**src/rtl/tt_pkg.sv**
```systemverilog
`timescale 1ns/1ps
package tt_pkg;

    // control/status register layout (bit positions fixed by software)
    typedef struct packed {
        logic       zf;     // bit 7: counter reached zero
        logic       ie;     // bit 6: interrupt enable
        logic [1:0] spare;  // bits 5-4: plain storage
        logic       run;    // bit 3: prescaler run
        logic [2:0] sel;    // bits 2-0: tap select
    } ctl_t;

    localparam logic [7:0] ADDR_PSC_DEF = 8'hD2;
    localparam logic [7:0] ADDR_CNT_DEF = 8'hD3;
    localparam logic [7:0] ADDR_CTL_DEF = 8'hD4;

endpackage

```
**src/rtl/tt_frontdiv.sv**
```systemverilog
`timescale 1ns/1ps
module tt_frontdiv #(
    parameter int DIV = 12
) (
    input  logic clk,
    input  logic rst_n,
    output logic tick
);
    localparam int W = (DIV > 1) ? $clog2(DIV) : 1;

    logic [W-1:0] cnt_d, cnt_q;

    always_comb begin
        tick  = (cnt_q == W'(DIV - 1));
        cnt_d = tick ? '0 : cnt_q + 1'b1;
    end

    always_ff @(posedge clk or negedge rst_n) begin
        if (!rst_n) cnt_q <= '0;
        else        cnt_q <= cnt_d;
    end
endmodule

```
**src/rtl/tt_prescale.sv**
```systemverilog
`timescale 1ns/1ps
module tt_prescale #(
    parameter int PW = 7
) (
    input  logic                        clk,
    input  logic                        rst_n,
    input  logic                        tick,
    input  logic                        run,
    input  logic                        ld,
    input  logic [PW-1:0]               ld_val,
    input  logic [$clog2(PW+1)-1:0]     sel,
    output logic [PW-1:0]               psc,
    output logic                        adv
);
    localparam int SW = $clog2(PW + 1);

    logic [PW-1:0] psc_d, psc_q;
    logic [PW-1:0] step;
    logic [PW:0]   taps;   // taps[0]: raw tick, taps[k]: rising edge of bit k-1

    always_comb begin
        step  = psc_q - 1'b1;
        taps  = {step & ~psc_q, 1'b1};
        psc_d = psc_q;
        adv   = 1'b0;
        if (!run) begin
            psc_d = '1;
        end else if (ld) begin
            psc_d = ld_val;
        end else if (tick) begin
            psc_d = step;
            if (sel <= SW'(PW)) adv = taps[sel];
        end
    end

    always_ff @(posedge clk or negedge rst_n) begin
        if (!rst_n) psc_q <= '1;
        else        psc_q <= psc_d;
    end

    assign psc = psc_q;
endmodule

```
**src/rtl/tick_timer.sv**
```systemverilog
`timescale 1ns/1ps
module tick_timer
    import tt_pkg::*;
#(
    parameter int         DIV      = 12,
    parameter int         PW       = 7,
    parameter int         DW       = 8,
    parameter int         AW       = 8,
    parameter logic [7:0] ADDR_PSC = ADDR_PSC_DEF,
    parameter logic [7:0] ADDR_CNT = ADDR_CNT_DEF,
    parameter logic [7:0] ADDR_CTL = ADDR_CTL_DEF
) (
    input  logic          clk,
    input  logic          rst_n,
    input  logic [AW-1:0] bus_addr,
    input  logic          bus_wr,
    input  logic [DW-1:0] bus_wdata,
    output logic [DW-1:0] bus_rdata,
    output logic          irq
);
    localparam int SW = $clog2(PW + 1);

    typedef struct packed {
        logic [DW-1:0] cnt;
        ctl_t          ctl;
    } state_t;

    state_t        st_d, st_q;
    logic          tick, adv;
    logic [PW-1:0] psc_val;
    logic          wr_psc, wr_cnt, wr_ctl;

    assign wr_psc = bus_wr && (bus_addr == AW'(ADDR_PSC));
    assign wr_cnt = bus_wr && (bus_addr == AW'(ADDR_CNT));
    assign wr_ctl = bus_wr && (bus_addr == AW'(ADDR_CTL));

    tt_frontdiv #(.DIV(DIV)) u_div (
        .clk   (clk),
        .rst_n (rst_n),
        .tick  (tick)
    );

    tt_prescale #(.PW(PW)) u_psc (
        .clk    (clk),
        .rst_n  (rst_n),
        .tick   (tick),
        .run    (st_q.ctl.run),
        .ld     (wr_psc),
        .ld_val (bus_wdata[PW-1:0]),
        .sel    (SW'(st_q.ctl.sel)),
        .psc    (psc_val),
        .adv    (adv)
    );

    always_comb begin
        st_d = st_q;
        // counter: bus write beats a decrement
        if (wr_cnt)   st_d.cnt = bus_wdata;
        else if (adv) st_d.cnt = st_q.cnt - 1'b1;
        // control: bits 6..0 stored, bit 7 may only be cleared
        if (wr_ctl) begin
            st_d.ctl.ie    = bus_wdata[6];
            st_d.ctl.spare = bus_wdata[5:4];
            st_d.ctl.run   = bus_wdata[3];
            st_d.ctl.sel   = bus_wdata[2:0];
            st_d.ctl.zf    = st_q.ctl.zf & bus_wdata[7];
        end
        // reaching zero by decrement sets the flag, over any clear
        if (!wr_cnt && adv && (st_q.cnt == DW'(1))) st_d.ctl.zf = 1'b1;
    end

    always_ff @(posedge clk or negedge rst_n) begin
        if (!rst_n) begin
            st_q.cnt <= '1;
            st_q.ctl <= '0;
        end else begin
            st_q <= st_d;
        end
    end

    always_comb begin
        if (bus_addr == AW'(ADDR_PSC))      bus_rdata = DW'(psc_val);
        else if (bus_addr == AW'(ADDR_CNT)) bus_rdata = st_q.cnt;
        else if (bus_addr == AW'(ADDR_CTL)) bus_rdata = DW'(st_q.ctl);
        else                                bus_rdata = '0;
    end

    assign irq = st_q.ctl.zf & st_q.ctl.ie;
endmodule

```
**config.mk**
```make
export PLATFORM = sky130hd
export DESIGN_NAME = tick_timer
export DESIGN_NICKNAME = d
export VERILOG_FILES = /design/src/rtl/tt_pkg.sv /design/src/rtl/tt_frontdiv.sv /design/src/rtl/tt_prescale.sv /design/src/rtl/tick_timer.sv
export SDC_FILE = /design/constraint.sdc
export NUM_CORES = 1
export LEC_CHECK = 0
export ABC_CLOCK_PERIOD_IN_PS = 2350
export CAP_MARGIN = 20
export CORE_ASPECT_RATIO = 2
export CORE_MARGIN = 8
export CORE_UTILIZATION = 35
export CTS_CLUSTER_SIZE = 25
export DETAILED_ROUTE_END_ITERATION = 10
export SYNTH_ARGS = -nofsm -noshare
export SYNTH_HDL_FRONTEND = slang
export SYNTH_HIERARCHICAL = 1
export SYNTH_SLANG_ARGS = --single-unit
```
**constraint.sdc**
```tcl
create_clock -name clk -period 2.35 [get_ports clk]
set_clock_uncertainty 0.15 [all_clocks]
set_input_delay 0.47 -clock clk [delete_from_list [all_inputs] [get_ports clk]]
set_output_delay 0.47 -clock clk [all_outputs]
set_load 0.05 [all_outputs]
```
# Word-level counts from Yosys, hierarchy flattened
# Cells that the tools add are included.
[word_totals]
register_bits = 27
wordCells = 48
in_bits = 19
out_inout_bits = 9
[op_classes]
bitwise = 4
muxes = 17
n_lt_le_gt_ge = 2
add_sub_neg = 3
eq_ne = 6
reduce_logical = 8
[op_table]
columns = ["op", "count"]
rows = [
  ["2-to-1 mux 8 bit", 6],
  ["equality test 8 bit, second input constant", 3],
  ["2-to-1 mux 7 bit", 3],
  ["equality test 8 x 1 -> 1 bit, second input constant", 1],
  ["subtractor 8 x 1 -> 8 bit, second input constant", 1],
  ["bitwise AND 7 bit", 1],
  ["NOT 7 bit", 1],
  ["subtractor 7 x 1 -> 7 bit, second input constant", 1],
  ["2-to-1 mux 1 bit", 6],
  ["logical AND 1 bit", 5],
  ["adder 4 x 1 -> 4 bit, second input constant", 1],
  ["equality test 4 bit, second input constant", 1],
  ["< comparator 3 x 4 -> 1 bit, second input constant", 1],
  ["2-to-1 mux 4 bit", 1],
  ["nonzero test 2 bit", 2],
  ["binary-select mux 1 bit (select 3 bit)", 1],
  ["less-or-equal comparator 3 bit, second input constant", 1],
  ["inequality test 3 x 1 -> 1 bit, second input constant", 1],
  ["bitwise AND 1 bit", 2],
  ["zero test 1 bit", 1],
]

# Logic depth before layout (Yosys ltp)
# Gate-level depths: netlist (run 1).
[logic_depth]
depth_word = 11
mapped_depth = 12
mapped_depth_nobuf = 12

# Hierarchy
# The synthesis (run 1) kept the hierarchy.
[modules_own_cells]
columns = ["mod", "cells_each", "area_per_inst_um2", "seq_area_each_um2", "instances"]
rows = [
  ["tick_timer", 112, 1046.0, 410.4, 1],
  ["tt_prescale", 67, 578.1, 183.9, 1],
  ["tt_frontdiv", 14, 173.9, 100.1, 1],
]

# Worst setup path after synthesis (run 1)
# OpenSTA, ideal clock, no wires.
[synth_path]
path_type = "input -> output"
startpoint = "in bus_addr[2]"
endpoint = "out bus_rdata[7]"
required_time_ps = 1730
arrival_time_ps = 1985
path_slack_ps = -255
cell_stages = 4
n_path_buf = 1
cell_sequence = "nor2b_1 clkbuf_1 a32oi_1 nor3_1"
[synth_via]
elab_chain_len = 4
word_cells_on_any_way = 6
classes_between = "3 x eq/ne; 3 x mux"
[synth_rtl]
columns = ["item", "line_no", "source"]
rows = [
  ["start, declared", "tick_timer.sv:15", "input logic [AW-1:0] bus_addr,"],
  ["equality test 8 bit", "tick_timer.sv:84", "else if (bus_addr == AW'(ADDR_CTL)) bus_rdata = DW'(st_q.ctl);"],
  ["2-to-1 mux 8 bit", "tick_timer.sv:84", ""],
  ["2-to-1 mux 8 bit", "tick_timer.sv:83", "else if (bus_addr == AW'(ADDR_CNT)) bus_rdata = st_q.cnt;"],
  ["2-to-1 mux 8 bit (*)", "tick_timer.sv:82", "if (bus_addr == AW'(ADDR_PSC)) bus_rdata = DW'(psc_val);"],
  ["end, declared", "tick_timer.sv:18", "output logic [DW-1:0] bus_rdata,"],
]
# Every way passes the cells marked *; elsewhere a longest branch is shown, timed or not.

# Worst setup path in the final report (run 1)
[layout_path]
startpoint = "reg u_psc.psc_q[1] (netlist: u_psc/psc[1])"
endpoint = "reg st_q[15] (netlist name)"
[layout_via]
elab_chain_len = 9
word_cells_on_any_way = 10
classes_between = "1 x add/sub; 6 x mux; 2 x bitwise; 1 x reduce/logical"
[layout_rtl]
columns = ["item", "line_no", "source"]
rows = [
  ["start, declared", "tt_prescale.sv:17", "logic [PW-1:0] psc_d, psc_q;"],
  ["start signal, assigned", "tt_prescale.sv:38", "else psc_q <= psc_d;"],
  ["subtractor 7 x 1 -> 7 bit / NOT 7 bit (equally long branches)", "tt_prescale.sv:22, tt_prescale.sv:23", ""],
  ["bitwise AND 7 bit (*)", "tt_prescale.sv:23", "taps = {step & ~psc_q, 1'b1};"],
  ["binary-select mux 1 bit (select 3 bit) (*)", "tt_prescale.sv:32", "if (sel <= SW'(PW)) adv = taps[sel];"],
  ["2-to-1 mux 1 bit (not written as such) (*)", "tt_prescale.sv:32", ""],
  ["2-to-1 mux 1 bit (*)", "tt_prescale.sv:32", ""],
  ["2-to-1 mux 1 bit (*)", "tt_prescale.sv:30", "end else if (tick) begin"],
  ["2-to-1 mux 1 bit (*)", "tt_prescale.sv:28", "end else if (ld) begin"],
  ["2-to-1 mux 1 bit (*)", "tt_prescale.sv:26", "if (!run) begin"],
  ["via adv", "tick_timer.sv:29", "logic tick, adv;"],
  ["nonzero test 2 bit (no line) (*)", "n/a", ""],
  ["end signal, assigned", "tick_timer.sv:77", "st_q <= st_d;"],
  ["end, declared", "tick_timer.sv:28", "state_t st_d, st_q;"],
]
# The timed path passes the listed nets; every way through them passes the cells marked *. The select of a mux whose other input is x is not followed.
# A chain may end at the register's enable or synchronous reset.

==> results of run 1 <==
## worst register-to-register path, cell delays in order, from the launching register on
cell and delay (ns):
dfstp_2 0.39, inv_2 0.06, ha_4 0.13, and3_4 0.19
and3_4 0.19, ha_4 0.11, mux2i_1 0.06, nand3_1 0.10
and4_4 0.26, nor4b_4 0.27, nand2_1 0.10, xor2_1 0.15
o21ai_1 0.11
## sequential cells by signal, summed over array words and instances (netlist names)
register	cells
u_psc/psc	7
st_q	16
u_div/cnt_q	4
## cell type report
| cell class | instances | area share, % |
|---|---|---|
| inverters | 11 | 1.65 |
| repair buffers | 47 | 21.1 |
| flip-flops and latches | 27 | 27.8 |
| clock buffers | 3 | 1.65 |
| multi-input cells | 147 | 44.6 |
| clock inverters | 1 | 0.301 |
| well taps | 58 | 2.91 |
## layer usage
layer / GRT usage (%) / up-vias / routed length [um]
met1: 15.9 / 736 / 2040
li1: - / 755 / -
met3: 2.29 / 4 / 218
met2: 20.5 / 37 / 2370
met4: 4.31 / 0 / 58
met5: 0 / - / 0
## cell usage in the layout, fill, tap and decap left out, drive strengths merged, types with 5 or more instances in the layout
master	n
mux2	7
buf	29
nand2	29
o21ai	24
nor2b	6
ha	9
a22oi	7
nor2	5
dfrtp	12
dfstp	15
inv	11
and2	8
clkdlybuf4s50	14
## timing repair
| item | CTS | global route |
|---|---|---|
| setup buffers | 0 | 2 |
| endpoints found under the setup margin | 13 | 13 |
| gates resized for setup | 28 | 10 |
| hold buffers | 0 | 0 |
| pin swaps | 13 | 8 |
## through the flow
step           hold WS (ns)  utilization [%]
6_report              0.323             49.5
2_1_floorplan        0.0244                -
4_1_cts               0.326             49.0
3_3_place_gp          0.309             46.6
5_1_grt               0.349             49.5
3_5_place_dp          0.310             46.6
## power groups by stage
| stage | registers, mW | clock network, mW | logic, mW |
|---|---|---|---|
| floorplan | 0.545 | 0 | 0.0735 |
| global placement | 0.554 | 0 | 0.148 |
| detailed placement | 0.554 | 0 | 0.150 |
| CTS | 0.546 | 0.286 | 0.155 |
| global route | 0.552 | 0.299 | 0.174 |
| finish | 0.546 | 0.272 | 0.156 |
## cell families (layout without fill, tap and decap cells)
kind of cell	Yosys count	in the layout	share of synthesized area [%]
compound gates	39	39	12.5
xor+xnor	8	8	3.90
fa+ha+maj	9	9	6.26
buf+inv	19	62	5.36
flops	27	27	38.6
mux	11	11	6.61
simple gates	80	80	26.7
## final timing paths
kind | start | to | cells after the start
setup / recovery | u_psc/psc[1]$_DFFE_PN1P_ | st_q[15]$_DFFE_PN1P_ | 12
hold / removal | u_div/cnt_q[0]$_DFF_PN0_ | u_div/cnt_q[0]$_DFF_PN0_ | 1
setup reg to reg | u_psc/psc[1]$_DFFE_PN1P_ | st_q[15]$_DFFE_PN1P_ | 12
hold reg to reg | u_div/cnt_q[0]$_DFF_PN0_ | u_div/cnt_q[0]$_DFF_PN0_ | 1
max in group asynchronous | rst_n | st_q[14]$_DFFE_PN1P_ | 2
min in group asynchronous | rst_n | st_q[1]$_DFFE_PN0P_ | 2
==> flow_metrics.env, run 1 <==
export IMPL_path_class="flop to flop"
export IMPL_critPathArrivalTime_ns=2.40
export IMPL_finalNonFillerCells=294
export IMPL_max_stage_delay_ns=0.39
export IMPL_ys_seq_area_share_pct=38.6
export IMPL_place_area_sq_um=2350
export IMPL_slew_violations=0
export IMPL_dieHeight_um=117
export IMPL_gr_usage_all_layers_pct=12.6
export IMPL_power_switching_mw=0.262
export IMPL_syn_area_sq_um=1800
export IMPL_cp_end_kind="flop"
export IMPL_path_max_fanout=6
export IMPL_worstMarginPinSlew_ns=0.403
export IMPL_slowest_stage="dfstp_2"
export IMPL_timing_setup_tns_ns=0
export IMPL_numPortBuffers=27
export IMPL_nFillCells=487
export IMPL_max_slew_margin_pct=72.9
export IMPL_clkSlewWorstSetupHoldPaths_ns=0.10
export IMPL_die_area_sq_um=7830
export IMPL_async_flop_share_pct=100
export IMPL_place_ws_ns=-0.254
export IMPL_first_global_vias=1634
export IMPL_place_inst=289
export IMPL_run_status="complete, no violations"
export IMPL_hp_class="flop to flop"
export IMPL_synth_top_area_share_pct=21.9
export IMPL_max_freq_mhz=428
export IMPL_num_nets_final=265
export IMPL_synthTopCellsByArea="dfstp_2 (22%), dfrtp_1 (17%), ha_1 (6.3%), nand2_1 (5.8%), mux2_2 (4.4%)"
export IMPL_antenna_found_initial=0
export IMPL_cts_tree="built"
export IMPL_row_count=37
export IMPL_place_hpwl_mm=3.49
export IMPL_ys_types=43
export IMPL_vias=1532
export IMPL_cts_inserted_buffers=3
export IMPL_wire_per_inst_um=16.0
export IMPL_num_antenna_cells=0
export IMPL_drc_errors=0
export IMPL_ir_drop_v=0.000277
export IMPL_grt_pass1_wl_mm=7.95
export IMPL_drive_above_1_share_pct=36.9
export IMPL_core_sq_um=5050
export IMPL_finalInstanceArea_sq_um=2500
export IMPL_clockRootBuffer="clkbuf_8"
export IMPL_overflow=0
export IMPL_syn_nets=221
export IMPL_path_cells="inv_2 > ha_4 > and3_4 > and3_4 > ha_4 > mux2i_1 > nand3_1 > and4_4 > nor4b_4 > nand2_1 > xor2_1 > o21ai_1"
export IMPL_drt_iter0_markers=43
export IMPL_finalHoldViolCount=0
export IMPL_worst_slack_ns=0.0142
export IMPL_yosysWarningCount=6
export IMPL_initial_core_util_pct=35.6
export IMPL_post_synth_top_count_cell="nand2_1"
export IMPL_power_static_leakage_nw=1.05
export IMPL_synth_edf_count=0
export IMPL_ys_seq_elements=27
export IMPL_ant_nets=0
export IMPL_die_w_um=66.7
export IMPL_area_growth_pct=38.9
export IMPL_worstPathRequired_ns=2.41
export IMPL_clkPwrFrac_pct=27.9
export IMPL_critPathTopFamily="simple AND/OR/NAND/NOR gates"
export IMPL_clock_path_buffers=2
export IMPL_finalPower_mw=0.974
export IMPL_seq_power_share_pct=56.1
export IMPL_p_per_area_nw_per_um2=390
export IMPL_synth_largest_area_cell="dfstp_2"
export IMPL_post_route_period_util_pct=99.4
export IMPL_multiInputGateArea_sq_um=1110
export IMPL_io_pins=28
export IMPL_power_internal_mw=0.712
export IMPL_synth_area_per_cell_sq_um=9.32
export IMPL_p_sw_share_pct=26.9
export IMPL_startpoint_type="flop"
export IMPL_synth_flop_cell="dfstp_2"
export IMPL_first_pass_iters=4
export IMPL_register_area_sq_um=694
export IMPL_setup_violations=0
export IMPL_rrSetupSlack_ns=0.01
export IMPL_cts_sinks=27
export IMPL_comb_power_share_pct=16.0
export IMPL_grt_start_max_net_pins=28
export IMPL_synth_cells=193
export IMPL_fin_crit_ns=2.34
export IMPL_clkLatencyLatePin_ns=0.27
export IMPL_avgViaCountPerCell=5.21
export IMPL_wirelength_mm=4.69
export IMPL_htree_levels=1
export IMPL_routabilityCongestion=0.848
export IMPL_synth_commonest_cells="nand2_1 (28), dfstp_2 (15), o21ai_1 (14)"
export IMPL_rsz0062_at_grt="true"
export IMPL_worst_path_buf_inv=1
export IMPL_cap_violations=0
Power figures use the tool's default switching activity.
==> run 2, diff against run 1 <==
--- a/config.mk
+++ b/config.mk
@@ -9,7 +9,8 @@
 export CAP_MARGIN = 20
 export CORE_ASPECT_RATIO = 2
 export CORE_MARGIN = 8
-export CORE_UTILIZATION = 35
+export CORE_UTILIZATION = 40
+export CTS_CLUSTER_DIAMETER = 100
 export CTS_CLUSTER_SIZE = 25
 export DETAILED_ROUTE_END_ITERATION = 10
 export SYNTH_ARGS = -nofsm -noshare
==> run 2 against run 1 <==
Compared with the run above: the run now ends with setup timing left; sequential share of layout area is 0.80 points lower; clock power is 1% lower; power is 1.1% higher; utilization is 9.8 points higher; die area is 10% lower; combinational power is 3% higher; critical path depth stayed put; flip-flop and latch count stayed put; worst hold slack better by 0.018 ns; critical endpoint is now st_q[11]$_DFFE_PN1P_; final area is 3.0% higher; fmax is 0.75% lower; non-clock buffer count is 2 higher.
==> flow_metrics.env, run 2 (synthesized netlist as in run 1, its figures left out) <==
export IMPL_run_status="finished with violations"
export IMPL_violations="setup timing"
export IMPL_path_class="flop to flop"
export IMPL_wire_per_inst_um=16.6
export IMPL_ant_nets=0
export IMPL_initial_core_util_pct=41.4
export IMPL_top_register="st_q"
export IMPL_slowest_stage="dfstp_2"
export IMPL_r2r_cells=12
export IMPL_clockRootBuffer="clkbuf_8"
export IMPL_whs_ns=0.341
export IMPL_routabilityCongestion=0.844
export IMPL_nFillCells=386
export IMPL_area_growth_pct=43.0
export IMPL_overflow=0
export IMPL_fin_crit_ns=2.35
export IMPL_wl_met3_um=132
export IMPL_hp_class="flop to flop"
export IMPL_multiInputGateArea_sq_um=1160
export IMPL_worstPathRequired_ns=2.41
export IMPL_worstMarginPinSlew_ns=0.491
export IMPL_vias=1579
export IMPL_hold_buffers=0
export IMPL_num_nets_final=267
export IMPL_cts_inserted_buffers=3
export IMPL_worst_slack_ns=-0.00353
export IMPL_max_stage_delay_ns=0.56
export IMPL_finalPower_mw=0.984
export IMPL_ir_drop_v=0.000351
export IMPL_finalHoldViolCount=0
export IMPL_whs_path_depth=1
export IMPL_cp_depth=12
export IMPL_first_global_vias=1744
export IMPL_first_pass_iters=5
export IMPL_die_w_um=63.4
export IMPL_cp_end_kind="flop"
export IMPL_row_count=34
export IMPL_clkLatencyLatePin_ns=0.27
export IMPL_worst_path_buf_inv=2
export IMPL_max_freq_mhz=425
export IMPL_post_route_period_util_pct=100
export IMPL_gr_usage_all_layers_pct=13.8
export IMPL_dieHeight_um=111
export IMPL_die_area_sq_um=7030
export IMPL_num_antenna_cells=0
export IMPL_place_ws_ns=-0.316
export IMPL_cap_violations=0
export IMPL_startpoint_type="flop"
export IMPL_drc_errors=0
export IMPL_wl_met2_mm=2.83
export IMPL_htree_levels=1
export IMPL_critPathArrivalTime_ns=2.41
export IMPL_final_common_cell="nand2_1"
export IMPL_core_sq_um=4340
export IMPL_path_max_fanout=3
export IMPL_avgViaCountPerCell=5.41
export IMPL_largest_register_ffs=16
export IMPL_max_slew_margin_pct=67.2
export IMPL_cts_sinks=27
export IMPL_critPathTopFamily="simple AND/OR/NAND/NOR gates"
export IMPL_power_static_leakage_nw=1.08
export IMPL_place_hpwl_mm=3.84
export IMPL_slew_violations=0
export IMPL_p_per_area_nw_per_um2=383
export IMPL_wl_met1_mm=1.73
export IMPL_setup_violations=1
export IMPL_timing_setup_tns_ns=-0.00353
export IMPL_clkSlewWorstSetupHoldPaths_ns=0.10
export IMPL_path_cells="inv_2 > ha_4 > and3_4 > and3_4 > ha_4 > mux2i_1 > nand3_1 > and4_4 > nor4b_4 > buf_4 > xnor2_2 > o21ai_1"
export IMPL_drt_iter0_markers=33
export IMPL_clock_path_buffers=2
export IMPL_io_pins=28
export IMPL_register_area_sq_um=694
export IMPL_final_cell_mix="nand2_1 (27), o21ai_1 (21), buf_4 (17)"
export IMPL_grt_start_max_net_pins=28
export IMPL_grt_pass1_wl_mm=8.04
export IMPL_numPortBuffers=27
export IMPL_antenna_found_initial=0
export IMPL_wirelength_mm=4.84
export IMPL_route_top_layer_used="met4"
export IMPL_rsz0062_at_grt="true"
export IMPL_cts_tree="built"
export IMPL_drive_above_1_share_pct=39.9
[run 2: cell types whose count changed in the layout (fill, tap and decap cells not counted), sizes merged]
cell	change
dlygate4sd2	+2
clkinvlp	-1
clkdlybuf4s15	-1
buf	+1
clkinv	+1
clkdlybuf4s50	+1
clkbuf	-1
[run 2: final cells by class]
| cell class | count | share of cell area (%) |
|---|---|---|
| multi-input combinational | 147 | 45.2 |
| sequential | 27 | 27.0 |
| tap | 54 | 2.63 |
| timing repair buffer | 49 | 21.8 |
| clock inverter | 1 | 0.195 |
| clock buffer | 3 | 1.61 |
| inverter | 11 | 1.61 |
[run 2: worst paths after layout]
path	startpoint	endpoint	slack (ns)
worst max-delay path	u_psc/psc[1]$_DFFE_PN1P_	st_q[11]$_DFFE_PN1P_	-0.004
worst min-delay path	u_div/cnt_q[0]$_DFF_PN0_	u_div/cnt_q[0]$_DFF_PN0_	0.34
worst max register to register	u_psc/psc[1]$_DFFE_PN1P_	st_q[11]$_DFFE_PN1P_	-0.004
worst min register to register	u_div/cnt_q[0]$_DFF_PN0_	u_div/cnt_q[0]$_DFF_PN0_	0.34
max in group asynchronous	rst_n	st_q[11]$_DFFE_PN1P_	1.31
min in group asynchronous	rst_n	st_q[5]$_DFFE_PN0P_	0.42
[run 2: timing repair]
item,4_1_cts,5_1_grt
pin swaps,13,8
gates cloned,0,0
resized for setup,32,13
setup buffers,1,2
setup endpoints to repair,16,15
hold endpoints to repair,0,0
[run 2: stage by stage]
| step | cell area [sq um] | utilization, % | instances |
|---|---|---|---|
| after floorplan | 1820 | - | 193 |
| after detailed placement | 2350 | 54.2 | 285 |
| after global placement | 2350 | 54.2 | 285 |
| final | 2570 | 59.3 | 292 |
| after global routing | 2570 | 59.3 | 292 |
| after CTS | 2500 | 57.6 | 290 |
[run 2: worst register-to-register path: cells and delay by family (launching register included)]
kind	cells	cell delay [ns]
and+or+nand+nor	5	0.73
DFF	1	0.56
adders and majority gates	2	0.29
buffers and inverters	2	0.19
xor gates and xnor gates	1	0.12
muxes	1	0.13
AOI/OAI and AO/OA	1	0.11
[run 2: routing by layer]
layer	global-route usage [%]	up-vias
met5	0	-
met4	4.95	0
met3	1.92	10
met2	27.8	33
met1	13.2	776
li1	-	760
[run 2: power breakdown]
group	switching, mW	internal [mW]	leakage, nW
Combinational	0.0738	0.0874	0.734
Sequential	0.0467	0.508	0.319
Clock	0.150	0.119	0.0255
Total	0.270	0.714	1.08
==> run 3, diff against run 2 <==
--- a/config.mk
+++ b/config.mk
@@ -8,7 +8,7 @@
 export ABC_CLOCK_PERIOD_IN_PS = 2350
 export CAP_MARGIN = 20
 export CORE_ASPECT_RATIO = 2
-export CORE_MARGIN = 8
+export CORE_MARGIN = 3
 export CORE_UTILIZATION = 40
 export CTS_CLUSTER_DIAMETER = 100
 export CTS_CLUSTER_SIZE = 25
==> run 3 against run 2 <==
Compared with the run above: global-route usage grew 6.2 points; non-clock buffer count decreased by 1; setup slack worse by 0.023 ns; final area down 1.9%; largest cell class unchanged; fmax fell by 0.98%; via count grew 0.38%; the run still ends with setup timing left; utilization grew 0.64 points; sequential power decreased by 0.7%; combinational power is essentially flat; sequential share of layout area rose by 0.52 points.
==> flow_metrics.env, run 3 (synthesized netlist as in run 1, its figures left out) <==
export IMPL_run_status="finished with violations"
export IMPL_violations="setup timing"
export IMPL_path_cells="inv_2 > ha_4 > and3_4 > and3_4 > ha_4 > mux2i_1 > nand3_1 > and4_4 > nor4b_4 > buf_4 > xnor2_1 > o21ai_1"
export IMPL_path_class="flop to flop"
export IMPL_clock_path_buffers=2
export IMPL_critPathTopFamily="simple AND/OR/NAND/NOR gates"
export IMPL_num_nets_final=266
export IMPL_place_inst=283
export IMPL_finalNonFillerCells=289
export IMPL_final_cell_mix="nand2_1 (27), o21ai_1 (22), clkdlybuf4s50_1 (16), buf_4 (16), dfstp_2 (15)"
export IMPL_avgViaCountPerCell=5.48
export IMPL_fin_crit_ns=2.38
export IMPL_first_global_vias=1697
export IMPL_io_pins=28
export IMPL_overflow=0
export IMPL_initial_core_util_pct=42.7
export IMPL_ir_drop_v=0.000294
export IMPL_row_count=33
export IMPL_clockRootBuffer="clkbuf_8"
export IMPL_top_register="st_q"
export IMPL_worstMarginPinSlew_ns=0.487
export IMPL_first_pass_iters=5
export IMPL_drt_iter0_markers=39
export IMPL_timing_setup_tns_ns=-0.0334
export IMPL_drive_above_1_share_pct=38.0
export IMPL_whs_ns=0.323
export IMPL_numPortBuffers=27
export IMPL_cts_inserted_buffers=3
export IMPL_slew_violations=0
export IMPL_rrSetupSlack_ns=-0.03
export IMPL_clkSlewWorstSetupHoldPaths_ns=0.10
export IMPL_antenna_found_initial=0
export IMPL_cts_tree="built"
export IMPL_vias=1585
export IMPL_final_util_pct=59.9
export IMPL_wirelength_mm=4.74
export IMPL_post_route_period_util_pct=101
export IMPL_rsz0062_at_grt="true"
export IMPL_routabilityCongestion=0.814
export IMPL_startpoint_type="flop"
export IMPL_core_sq_um=4210
export IMPL_finalHoldViolCount=0
export IMPL_hold_buffers=0
export IMPL_ant_nets=0
export IMPL_path_max_fanout=4
export IMPL_place_ws_ns=-0.310
export IMPL_max_stage_delay_ns=0.56
export IMPL_clkLatencyLatePin_ns=0.28
export IMPL_num_antenna_cells=0
export IMPL_p_per_area_nw_per_um2=390
export IMPL_wire_per_inst_um=16.4
export IMPL_grt_pass1_wl_mm=7.96
export IMPL_worst_slack_ns=-0.0267
export IMPL_grt_start_max_net_pins=28
export IMPL_max_slew_margin_pct=67.4
export IMPL_htree_levels=1
export IMPL_place_hpwl_mm=3.66
export IMPL_cts_sinks=27
export IMPL_place_area_sq_um=2350
export IMPL_cap_violations=0
export IMPL_largest_register_ffs=16
export IMPL_drc_errors=0
export IMPL_nFillCells=364
export IMPL_cp_end_kind="flop"
export IMPL_worstPathRequired_ns=2.41
export IMPL_die_area_sq_um=5380
export IMPL_critPathArrivalTime_ns=2.44
export IMPL_area_growth_pct=40.3
export IMPL_finalInstanceArea_sq_um=2520
export IMPL_final_common_cell="nand2_1"
export IMPL_dieHeight_um=101
export IMPL_power_static_leakage_nw=1.05
export IMPL_max_freq_mhz=421
export IMPL_slowest_stage="dfstp_2"
export IMPL_hp_class="flop to flop"
export IMPL_worst_path_buf_inv=2
export IMPL_gr_usage_all_layers_pct=20.0
export IMPL_setup_violations=2
export IMPL_finalPower_mw=0.985
export IMPL_die_w_um=53.4
## run 3: worst register-to-register path: cells and delay by family, from the launching register on
| kind | cells | cell delay, ns |
|---|---|---|
| AOI/OAI and AO/OA | 1 | 0.12 |
| DFF | 1 | 0.56 |
| adders and majority gates | 2 | 0.29 |
| xor gates and xnor gates | 1 | 0.11 |
| and+or+nand+nor | 5 | 0.75 |
| muxes | 1 | 0.15 |
| buffers and inverters | 2 | 0.19 |
## run 3: where the power goes
part           switching, mW  leakage [nW]  internal, mW
Sequential            0.0438         0.319         0.508
Combinational         0.0726         0.708        0.0859
Clock                  0.156        0.0255         0.119
Total                  0.272          1.05         0.713
## run 3: worst paths after layout
kind / from / endpoint / depth (start not counted)
worst min-delay path: u_div/cnt_q[0]$_DFF_PN0_ / u_div/cnt_q[0]$_DFF_PN0_ / 1
worst max-delay path: u_psc/psc[1]$_DFFE_PN1P_ / st_q[11]$_DFFE_PN1P_ / 12
min in group asynchronous: rst_n / st_q[0]$_DFFE_PN0P_ / 2
worst min register to register: u_div/cnt_q[0]$_DFF_PN0_ / u_div/cnt_q[0]$_DFF_PN0_ / 1
max in group asynchronous: rst_n / st_q[14]$_DFFE_PN1P_ / 2
worst max register to register: u_psc/psc[1]$_DFFE_PN1P_ / st_q[11]$_DFFE_PN1P_ / 12
## run 3: timing repair
action                     4_1_cts  5_1_grt
setup endpoints to repair       16       14
pin swaps                       21       10
resized for setup               28       11
setup buffers                    1        1
gates cloned                     0        0
## run 3: routing by layer
metal | GRT usage [%] | share of wire [%]
met3 | 2.22 | 1.9
met5 | 0 | 0
met2 | 39.2 | 59
met4 | 7.09 | 2.0
met1 | 20.1 | 37
## run 3: area by class of cell
class / count / area (sq um) / area share (%)
Inverter: 11 / 41.3 / 1.64
Multi-Input combinational cell: 147 / 1130 / 44.6
Clock buffer: 3 / 41.3 / 1.64
Timing Repair Buffer: 48 / 549 / 21.8
Clock inverter: 1 / 5.00 / 0.198
Tap cell: 52 / 65.1 / 2.58
Sequential cell: 27 / 694 / 27.5
